--- src/rtl/pic_pkg.sv ---
package pic_pkg;
    typedef enum logic [1:0] {
        ST_IDLE   = 2'd0,
        ST_STACK  = 2'd1,
        ST_VECTOR = 2'd2
    } pic_state_e;

    localparam logic [1:0] CFG_PRIO   = 2'd0;
    localparam logic [1:0] CFG_ENABLE = 2'd1;
    localparam logic [1:0] CFG_VECTOR = 2'd2;
    localparam logic [1:0] CFG_SPLIT  = 2'd3;
endpackage

--- src/rtl/pic_cfg_regs.sv ---
module pic_cfg_regs
    import pic_pkg::*;
#(
    parameter int N_IRQ   = 8,
    parameter int PRIO_W  = 3,
    parameter int VEC_W   = 32,
    parameter int IDX_W   = 3,
    parameter int SPLIT_W = 2
) (
    input  logic                              clk,
    input  logic                              rst_n,
    input  logic                              cfg_we,
    input  logic [1:0]                        cfg_kind,
    input  logic [IDX_W-1:0]                  cfg_idx,
    input  logic [VEC_W-1:0]                  cfg_wdata,
    output logic [N_IRQ-1:0][PRIO_W-1:0]      prio_r,
    output logic [N_IRQ-1:0]                  en_r,
    output logic [N_IRQ-1:0][VEC_W-1:0]       vec_r,
    output logic [SPLIT_W-1:0]                split_r
);
    for (genvar i = 0; i < N_IRQ; i++) begin : g_line
        logic hit;
        assign hit = cfg_we && (cfg_idx == IDX_W'(i));

        always_ff @(posedge clk or negedge rst_n) begin
            if (!rst_n) begin
                prio_r[i] <= '0;
                en_r[i]   <= 1'b0;
                vec_r[i]  <= '0;
            end else if (hit) begin
                if (cfg_kind == CFG_PRIO)   prio_r[i] <= cfg_wdata[PRIO_W-1:0];
                if (cfg_kind == CFG_ENABLE) en_r[i]   <= cfg_wdata[0];
                if (cfg_kind == CFG_VECTOR) vec_r[i]  <= cfg_wdata;
            end
        end
    end

    always_ff @(posedge clk or negedge rst_n) begin
        if (!rst_n) begin
            split_r <= SPLIT_W'(PRIO_W);
        end else if (cfg_we && cfg_kind == CFG_SPLIT) begin
            split_r <= (cfg_wdata > VEC_W'(PRIO_W)) ? SPLIT_W'(PRIO_W)
                                                    : cfg_wdata[SPLIT_W-1:0];
        end
    end
endmodule

--- src/rtl/pic_pend.sv ---
module pic_pend #(
    parameter int N_IRQ = 8
) (
    input  logic             clk,
    input  logic             rst_n,
    input  logic [N_IRQ-1:0] req,
    input  logic [N_IRQ-1:0] clr,
    output logic [N_IRQ-1:0] pend
);
    logic [N_IRQ-1:0] req_q;
    logic [N_IRQ-1:0] rise;

    assign rise = req & ~req_q;

    always_ff @(posedge clk or negedge rst_n) begin
        if (!rst_n) begin
            req_q <= '0;
            pend  <= '0;
        end else begin
            req_q <= req;
            pend  <= (pend & ~clr) | rise;
        end
    end
endmodule

--- src/rtl/pic_select.sv ---
module pic_select #(
    parameter int N_IRQ  = 8,
    parameter int PRIO_W = 3,
    parameter int IDX_W  = 3
) (
    input  logic [N_IRQ-1:0]             pend,
    input  logic [N_IRQ-1:0]             en,
    input  logic [N_IRQ-1:0][PRIO_W-1:0] prio,
    output logic                         sel_vld,
    output logic [IDX_W-1:0]             sel_id,
    output logic [PRIO_W-1:0]            sel_prio
);
    always_comb begin
        sel_vld  = 1'b0;
        sel_id   = '0;
        sel_prio = '1;
        for (int i = 0; i < N_IRQ; i++) begin
            if (pend[i] && en[i] && (!sel_vld || prio[i] < sel_prio)) begin
                sel_vld  = 1'b1;
                sel_id   = IDX_W'(i);
                sel_prio = prio[i];
            end
        end
    end
endmodule

--- src/rtl/prio_irq_ctrl.sv ---
module prio_irq_ctrl
    import pic_pkg::*;
#(
    parameter int N_IRQ  = 8,
    parameter int PRIO_W = 3,
    parameter int VEC_W  = 32,
    parameter int DEPTH  = 8,
    localparam int IDX_W   = (N_IRQ > 1) ? $clog2(N_IRQ) : 1,
    localparam int SPLIT_W = $clog2(PRIO_W + 1),
    localparam int SP_W    = $clog2(DEPTH + 1),
    localparam int PTR_W   = (DEPTH > 1) ? $clog2(DEPTH) : 1
) (
    input  logic             clk,
    input  logic             rst_n,
    input  logic             cfg_we,
    input  logic [1:0]       cfg_kind,
    input  logic [IDX_W-1:0] cfg_idx,
    input  logic [VEC_W-1:0] cfg_wdata,
    input  logic [N_IRQ-1:0] irq_req,
    input  logic             save_done,
    input  logic             exc_return,
    output logic             take_o,
    output logic             vec_valid,
    output logic [VEC_W-1:0] vec_addr,
    output logic [IDX_W-1:0] vec_id,
    output logic             vec_chain,
    output logic             act_vld,
    output logic [IDX_W-1:0] act_id
);
    logic [N_IRQ-1:0][PRIO_W-1:0] prio_r;
    logic [N_IRQ-1:0]             en_r;
    logic [N_IRQ-1:0][VEC_W-1:0]  vec_r;
    logic [SPLIT_W-1:0]           split_r;
    logic [N_IRQ-1:0]             pend;
    logic [N_IRQ-1:0]             clr;
    logic                         sel_vld;
    logic [IDX_W-1:0]             sel_id;
    logic [PRIO_W-1:0]            sel_prio;

    pic_state_e               state, nxt;
    logic [IDX_W-1:0]         target;
    logic                     chain_q;
    logic [DEPTH-1:0][IDX_W-1:0] stk;
    logic [SP_W-1:0]          sp;
    logic [PTR_W-1:0]         top_ptr, below_ptr, push_ptr;
    logic [IDX_W-1:0]         top_id, below_id;
    logic                     preempt, ret_ok, chain_ok, late;

    pic_cfg_regs #(
        .N_IRQ(N_IRQ), .PRIO_W(PRIO_W), .VEC_W(VEC_W),
        .IDX_W(IDX_W), .SPLIT_W(SPLIT_W)
    ) u_cfg (
        .clk(clk), .rst_n(rst_n), .cfg_we(cfg_we), .cfg_kind(cfg_kind),
        .cfg_idx(cfg_idx), .cfg_wdata(cfg_wdata), .prio_r(prio_r),
        .en_r(en_r), .vec_r(vec_r), .split_r(split_r)
    );

    pic_pend #(.N_IRQ(N_IRQ)) u_pend (
        .clk(clk), .rst_n(rst_n), .req(irq_req), .clr(clr), .pend(pend)
    );

    pic_select #(.N_IRQ(N_IRQ), .PRIO_W(PRIO_W), .IDX_W(IDX_W)) u_sel (
        .pend(pend), .en(en_r), .prio(prio_r),
        .sel_vld(sel_vld), .sel_id(sel_id), .sel_prio(sel_prio)
    );

    function automatic logic [PRIO_W-1:0] grp_of(input logic [PRIO_W-1:0] p,
                                                 input logic [SPLIT_W-1:0] s);
        return p >> (PRIO_W - int'(s));
    endfunction

    // Stack pointers: top is the running handler, below is the one it interrupted
    assign top_ptr   = PTR_W'(sp - SP_W'(1));
    assign below_ptr = PTR_W'(sp - SP_W'(2));
    assign push_ptr  = PTR_W'(sp);
    assign top_id    = stk[top_ptr];
    assign below_id  = stk[below_ptr];

    assign preempt  = sel_vld && (sp < SP_W'(DEPTH)) &&
                      ((sp == '0) ||
                       (grp_of(sel_prio, split_r) < grp_of(prio_r[top_id], split_r)));
    assign ret_ok   = exc_return && (sp != '0);
    assign chain_ok = sel_vld &&
                      ((sp == SP_W'(1)) ||
                       (grp_of(sel_prio, split_r) < grp_of(prio_r[below_id], split_r)));
    assign late     = sel_vld && (sel_prio < prio_r[target]);

    // State register
    always_ff @(posedge clk or negedge rst_n) begin
        if (!rst_n) state <= ST_IDLE;
        else        state <= nxt;
    end

    // Next state
    always_comb begin
        nxt = state;
        unique case (state)
            ST_IDLE: begin
                if (ret_ok)       nxt = chain_ok ? ST_VECTOR : ST_IDLE;
                else if (preempt) nxt = ST_STACK;
            end
            ST_STACK:  if (save_done) nxt = ST_VECTOR;
            ST_VECTOR: nxt = ST_IDLE;
            default:   nxt = ST_IDLE;
        endcase
    end

    // Target, chain flag and active stack
    always_ff @(posedge clk or negedge rst_n) begin
        if (!rst_n) begin
            target  <= '0;
            chain_q <= 1'b0;
            stk     <= '0;
            sp      <= '0;
        end else begin
            unique case (state)
                ST_IDLE: begin
                    if (ret_ok) begin
                        sp <= sp - SP_W'(1);
                        if (chain_ok) begin
                            target  <= sel_id;
                            chain_q <= 1'b1;
                        end
                    end else if (preempt) begin
                        target  <= sel_id;
                        chain_q <= 1'b0;
                    end
                end
                ST_STACK: if (late) target <= sel_id;
                ST_VECTOR: begin
                    stk[push_ptr] <= target;
                    sp            <= sp + SP_W'(1);
                end
                default: ;
            endcase
        end
    end

    // Outputs
    always_comb begin
        take_o    = (state == ST_STACK);
        vec_valid = (state == ST_VECTOR);
        vec_addr  = vec_r[target];
        vec_id    = target;
        vec_chain = vec_valid && chain_q;
        clr       = vec_valid ? (N_IRQ'(1) << target) : '0;
        act_vld   = (sp != '0);
        act_id    = top_id;
    end

    AST_TAKE_HOLD: assert property (@(posedge clk) disable iff (!rst_n)
        (take_o && !save_done) |=> take_o);
    AST_VEC_AFTER_SAVE: assert property (@(posedge clk) disable iff (!rst_n)
        (vec_valid && !vec_chain) |-> $past(save_done));
    AST_CHAIN_AFTER_RET: assert property (@(posedge clk) disable iff (!rst_n)
        (vec_valid && vec_chain) |-> $past(exc_return));
    AST_VEC_PULSE: assert property (@(posedge clk) disable iff (!rst_n)
        vec_valid |=> !vec_valid);
    AST_SEL_ENABLED: assert property (@(posedge clk) disable iff (!rst_n)
        sel_vld |-> (en_r[sel_id] && pend[sel_id]));
endmodule

--- config.mk ---
export PLATFORM = sky130hd
export DESIGN_NAME = prio_irq_ctrl
export DESIGN_NICKNAME = d
export VERILOG_FILES = /design/src/rtl/pic_pkg.sv /design/src/rtl/pic_cfg_regs.sv /design/src/rtl/pic_pend.sv /design/src/rtl/pic_select.sv /design/src/rtl/prio_irq_ctrl.sv
export SDC_FILE = /design/constraint.sdc
export NUM_CORES = 1
export LEC_CHECK = 0
export ABC_CLOCK_PERIOD_IN_PS = 19400
export CORE_MARGIN = 3
export CORE_UTILIZATION = 63
export CTS_BUF_LIST = sky130_fd_sc_hd__clkbuf_2 sky130_fd_sc_hd__clkbuf_4 sky130_fd_sc_hd__clkbuf_8
export CTS_CLUSTER_DIAMETER = 150
export CTS_CLUSTER_SIZE = 30
export DETAILED_ROUTE_END_ITERATION = 10
export DONT_BUFFER_PORTS = 1
export HOLD_SLACK_MARGIN = 0.05
export PLACE_DENSITY_LB_ADDON = 0.3
export SETUP_SLACK_MARGIN = 0.05
export SLEW_MARGIN = 20
export SYNTH_ARGS = -nofsm -noshare
export SYNTH_HDL_FRONTEND = slang
export SYNTH_HIERARCHICAL = 1
export SYNTH_SLANG_ARGS = --single-unit
--- constraint.sdc ---
create_clock -name clk -period 19.4 [get_ports clk]
set_input_delay 2.91 -clock clk [delete_from_list [all_inputs] [get_ports clk]]
set_output_delay 2.91 -clock clk [all_outputs]
set_load 0.05 [all_outputs]
# Word level (Yosys, flattened, before mapping)
# Cells that the tools add are included.
# word_totals
regBits,340
latch_bits,0
mem_bits_rw,0
romBits,0
inputBits,50
output_inout_bits,42
word_cells,228
n_memories,0
# classes
addsub,4
n_mul,0
div,0
magnitude_cmp,19
n_eq_ne,19
n_shift,4
n_mux,55
n_bitwise,5
n_reduce_logical,83
# ops
op,count
binary-select mux 32 bit (select 3 bit),1
right shift 3 x 32 -> 3 bit,3
two-way mux 3 bit,22
AND reduction 2 bit,26
binary-select mux 3 bit (select 3 bit),5
"greater-than comparator 32 x 2 -> 1 bit, second input constant",1
two-way mux 32 bit,1
logical AND 1 bit,31
less-than comparator 3 bit,10
bitwise mux 24 bit,1
"less-than comparator 3 x 4 -> 1 bit, second input constant",6
AND 8 bit,2
inverter 8 bit,2
two-way mux 2 bit,7
"== test 3 bit, second input constant",4
two-way mux 1 bit,12
demux 3 bit (select 3 bit),1
logical OR 1 bit,9
two-way mux 8 bit,1
bitwise OR 8 bit,1
case mux 4 bit (2 select lines),1
"left shift 1 x 3 -> 8 bit, first input constant",1
zero test 1 bit,7
"== test 2 bit, second input constant",3
other kinds (23),31

# Logic depth before layout (Yosys ltp)
# depth
ltp_word,37
ltp_mapped,52
mapped_depth_nobuf,52

# By module
# The synthesis kept the hierarchy.
# by_module_without_submodules
module,instances,cells_each,area_each_um2,seq_area_each_um2
pic_cfg_regs,1,663,11124.4,7259.5
prio_irq_ctrl,1,443,5193.7,850.8
pic_select,1,175,1282.5,0.0
pic_pend,1,40,560.5,400.4

# Least setup slack after synthesis
# Ideal clock, no wire load.
# synth_path
path_type,register -> register
start,reg u_pend.pend[1]
end,"reg target[0], in the netlist vec_id[0]"
setup_time_ns,0.128
arrival_time_ns,9.670
required_time_ns,19.272
path_slack_ns,9.602
stages_incl_launch_ff,52
n_path_buf,0
period_less_slack_ns,9.798
path_cell_list,dfrtp_1 -> nand2_2 -> o22ai_1 -> ha_1 -> nand3_1 -> o31ai_4 -> a21oi_2 -> o31ai_1 -> inv_1 -> ha_1 -> nand2_1 -> o311a_1 -> a41oi_2 -> nand2_2 -> mux2_2 -> inv_1 -> ha_1 -> o311ai_0 -> (+16 left out) -> o211ai_1 -> o31a_4 -> mux2i_2 -> ha_1 -> a21oi_1 -> nor2_1 -> a211oi_1 -> o21ai_2 -> mux2i_1 -> mux2i_1 -> nor2b_1 -> ha_1 -> a21o_1 -> a21oi_1 -> o211a_1 -> o211a_1 -> a31oi_4 -> mux2_1
# synth_via
elab_chain_len,33
elab_cells_between_ends,66
classes_between,order compare: 9; eq/ne: 3; shift: 1; mux: 26; reduce/logical: 27
# synth_lines
item,line_no,source
start: declaration,pic_pend.sv:8,output logic [N_IRQ-1:0] pend
start signal: assignment,pic_pend.sv:21,pend <= (pend & ~clr) | rise;
logical AND 1 bit * (2 in a row),pic_select.sv:18,if (pend[i] && en[i] && (!sel_vld || prio[i] < sel_prio)) begin
two-way mux 3 bit / two-way mux 1 bit (equally long branches),pic_select.sv:18,
less-than comparator 3 bit / zero test 1 bit (equally long branches),pic_select.sv:18,
logical OR 1 bit,pic_select.sv:18,
logical AND 1 bit,pic_select.sv:18,
two-way mux 3 bit / two-way mux 1 bit (equally long branches),pic_select.sv:18,
less-than comparator 3 bit / zero test 1 bit (equally long branches),pic_select.sv:18,
logical OR 1 bit,pic_select.sv:18,
(+17 left out),--,
two-way mux 3 bit *,pic_select.sv:18,
named net sel_prio[2],prio_irq_ctrl.sv:38,logic [PRIO_W-1:0] sel_prio;
right shift 3 x 32 -> 3 bit,prio_irq_ctrl.sv:69,return p >> (PRIO_W - int'(s));
less-than comparator 3 bit (on tied branches),"prio_irq_ctrl.sv:85, prio_irq_ctrl.sv:81",
logical OR 1 bit (on tied branches),"prio_irq_ctrl.sv:84, prio_irq_ctrl.sv:80",
logical AND 1 bit (on tied branches),"prio_irq_ctrl.sv:83, prio_irq_ctrl.sv:79",
inequality test 3 bit (no line),--,
AND reduction 4 bit (no line) *,--,
end signal: assignment,prio_irq_ctrl.sv:121,target <= sel_id;
end signal: assignment,prio_irq_ctrl.sv:125,target <= sel_id;
end signal: assignment,prio_irq_ctrl.sv:129,ST_STACK: if (late) target <= sel_id;
end: declaration,prio_irq_ctrl.sv:41,logic [IDX_W-1:0] target;
# Mark *: on every way through the listed nets, which the timed path passes. The rest lies on a longest branch. The select of a mux whose other input is x is not followed.
# A chain may end at the register's enable or synchronous reset.

# Worst setup path after layout
# layout_path
start,reg u_pend.pend[1]
end,"reg target[2], in the netlist vec_id[2]"
# The elaborated chain is that of the path after synthesis.

==> metrics.md <==
| Metric | Value |
|---|---|
| #FFs+latches synth | `340` |
| RSZ-0062 raised after global routing | `no` |
| Die Area | `0.0309 sq mm` |
| Post-DP HPWL | `25900 um` |
| Diode count | `0` |
| Final min period | `11.10 ns` |
| IO buf count | `0` |
| Area of the multi-input gates | `0.00907 sq mm` |
| Clock Path Buffers | `3` |
| Routed WL | `between 30000 and 40000 um` |
| Ys flop type | `dfrtp_1` |
| Reg2Reg Depth | `51` |
| WHS Path Cells | `1` |
| Synth Warn # | `6` |
| CP max-delay cell | `a211oi_1` |
| Most common cell in the synthesized netlist | `dfrtp_1` |
| Crit path from | `u_pend/pend[1]$_DFF_PN0_` |
| GRT Total Usage | `26.2%` |
| Area contributors post-synth | `dfrtp_1 47%, mux2_2 21%, mux4_2 9.8%, mux2i_1 1.9%, ha_1 1.5%` |
| Maxcap violations | `0` |
| Worst reg2reg setup slack | `slightly above 8 ns` |
| Slew headroom | `24.7%` |
| Reg2reg end | `vec_id[2]$_DFFE_PN0P_` |
| First-pass GRT wire length | `64100 um` |
| Post-synthesis simple-gate area fraction | `6.42%` |
| Grt ovf | `0` |
| Initial antenna violation count | `0` |
| Data arrival, critical path | `between 10 and 15 ns` |
| EDFF count, synth | `0` |
| Fin. Hold Viols | `0` |
| DRC viols | `0` |
| Layout cells sized above 1 | `39.3%` |
| Via count | `11100` |
| Sum of negative setup slack | `0 ns` |
| Slowest Stage Delay on Critical Path | `~0.46 ns` |
| Pre-CTS setup slack | `approximately 8.5 ns` |
| Largest family of logic cells by synthesized area | `multiplexers` |
| Seq/Total Area, Yosys | `46.9%` |
| Num CTS Buffers | `15` |
| Final #Nets | `1349` |
| Status | `complete, no violations` |
| Worst skew pair latency | `0.57 ns` |
| # IOs | `92` |
| Cell taking the most area after synthesis | `dfrtp_1` |
| Die Span X | `176 um` |
| Reg2reg start | `u_pend/pend[1]$_DFF_PN0_` |
| Distinct cells, synth | `93` |
| Crit-path most repeated cell | `ha_1` |
| Hold path start | `u_pend/req_q[3]$_DFF_PN0_` |
| CP Capture Type | `flop` |
| Syn Nets | `around 1400` |
| Req. time, crit path | `19.88 ns` |
| Clock Sink Count | `340` |
| F_max | `90.1 MHz` |
| Via/cell ratio | `around 6.7` |
| Setup slack after layout | `8.30 ns` |
| Starting DRC count in detailed routing | `about 900` |
| Leak | `between 8 and 9 nW` |
| Startpoint types | `flop` |
| HP Class | `flop to flop` |
| XOR/XNOR Fraction of Synth Area | `less than 1%` |
| Final ANT Viol Nets | `0` |
| Hold Crit Endpoint | `u_pend/pend[3]$_DFF_PN0_` |
| Synth cell count leaders | `338 x dfrtp_1, 333 x mux2_2, 79 x mux4_2` |
| Post-synth ARST share | `between 90% and 100%` |
| Top-area cell type share of the netlist area | `a little under half` |
| # setup viols final | `0` |
| DRT Pass-1 Iters | `7` |
| Die height | `176 um` |
| Clk_skew | `0.0252 ns` |
| Max Transition Viols Final | `0` |
| CTS tree | `done` |
| Post-CTS Resized | `0` |
| Largest net degree at the start of global routing | `341` |
| Post-synthesis mux area share | `a little over a third` |
| Cells after DPL | `between 1500 and 2000` |
| Post-CTS Setup Bufs | `0` |
| Non-filler cells, final | `1659` |
| Synth Area in Adders | `1.52%` |
| Mapped cell area | `0.0182 sq mm` |
| Starting Density | `64.7%` |
| Filler cell count | `2100` |
| Std-Cell Rows | `61` |
| Placer Congestion | `0.906` |
| CTS root buffer | `clkbuf_8` |
| Worst-margin pin slew | `1.13 ns` |
| Layout area overhead | `2.16%` |
| Wirelength per Cell | `24.1 um` |
| Vias in the first global route | `11400` |
| Crit-path max FO | `8` |
| VDD IR max | `0.0882 mV` |
| Synth Area in Compound Gates | `under 10%` |
| FF+latch area | `0.00852 sq mm` |
| Mapped Cells | `about 1300` |
| Hold Buf Count CTS | `0` |
| PwrDens | `between 150 and 200 mW/mm^2` |
| Critical path type | `flop to flop` |
| Clock slew at reported path FFs | `0.19 ns` |
| CORE AREA | `0.0281 sq mm` |
| Final period util | `a little under three fifths` |
| Syn_area_per_cell | `approximately 14 sq um` |
| H-tree depth | `1` |
-- worst max-delay path by stage --
stage	slack, ns	endpoint
after floorplan	9.60	vec_id[0]$_DFFE_PN0P_
after global placement	8.77	vec_id[2]$_DFFE_PN0P_
after detailed placement	8.47	vec_id[2]$_DFFE_PN0P_
after CTS	8.43	vec_id[2]$_DFFE_PN0P_
after global routing	7.52	vec_id[0]$_DFFE_PN0P_
final	8.30	vec_id[2]$_DFFE_PN0P_
-- report_power, final --
part           internal, mW  switching, mW
clock                0.0851          0.207
sequential            0.862          0.176
combinational         0.676          0.883
total                  1.62           1.27
-- metal layers --
layer / vias to the layer above / GRT usage [%] / part of all wire [%]
met3: 58 / 4.78 / 6.3
met2: 315 / 44.5 / 50
li1: 4874 / - / -
met1: 5841 / 35.8 / 42
met4: 0 / 5.31 / 2.0
met5: - / 0 / 0
-- critical path, delay by kind of cell, from the launching register on --
kind                     cells  cell delay (ns)
adder cells (fa/ha/maj)      7             2.12
multiplexers                 6             1.49
AND/OR/NAND/NOR              8             1.06
flip-flops                   1             0.45
AO/OA/AOI/OAI               27             5.73
buffers and inverters        3             0.20
-- state kept, by name, summed over array words and instances, names as in the netlist, 3 cells and up --
register      cells
u_cfg/prio_r     24
u_pend/pend       8
u_pend/req_q      8
u_cfg/en_r        8
stk              24
vec_id            3
u_cfg/vec_r     256
sp                4
-- area by class of cell --
class / count / share of cell area, %
repair buffers: 9 / 0.364
inverters: 42 / 0.863
flip-flops and latches: 340 / 45.9
clock inverters: 1 / 0.108
well taps: 378 / 2.55
multi-input cells: 869 / 48.9
clock buffers: 20 / 1.31
-- stage by stage --
stage / util (%) / hold slack [ns] / power [mW] / cell area (sq um)
after floorplan: - / 0.414 / 2.31 / 18200
after CTS: 66.1 / 0.442 / 2.89 / 18600
after detailed placement: 65.1 / 0.422 / 2.60 / 18300
final: 66.1 / 0.443 / 2.89 / 18600
after global placement: 65.1 / 0.418 / 2.56 / 18300
after global routing: 66.1 / 0.464 / 3.06 / 18600
-- cells by family (layout without fill, tap and decap cells) --
| logic type | count (synthesis) | count (layout) |
|---|---|---|
| buffers and inverters | 112 | 72 |
| AO/OA/AOI/OAI | 146 | 146 |
| adder cells (fa/ha/maj) | 22 | 22 |
| multiplexers | 477 | 477 |
| flip-flops | 340 | 340 |
| AND/OR/NAND/NOR | 220 | 220 |
| XOR/XNOR | 4 | 4 |
-- cell usage in the layout (no fill, tap or decap), drive strengths merged, types with 5 or more instances in the layout --
| cell | instances |
|---|---|
| nor2b | 5 |
| mux4 | 86 |
| buf | 9 |
| a21o | 7 |
| clkbuf | 20 |
| o211ai | 9 |
| o21ai | 24 |
| and4 | 5 |
| o32ai | 6 |
| o21a | 5 |
| a211oi | 9 |
| o22ai | 10 |
| a21oi | 24 |
| nor2 | 39 |
| nand2b | 17 |
| dfrtp | 338 |
| a31oi | 11 |
| nor3 | 17 |
| nor4 | 8 |
| nand2 | 68 |
| nand3 | 28 |
| inv | 42 |
| mux2 | 353 |
| mux2i | 38 |
| ha | 22 |
Note: power is estimated with default switching activity, not from simulation.
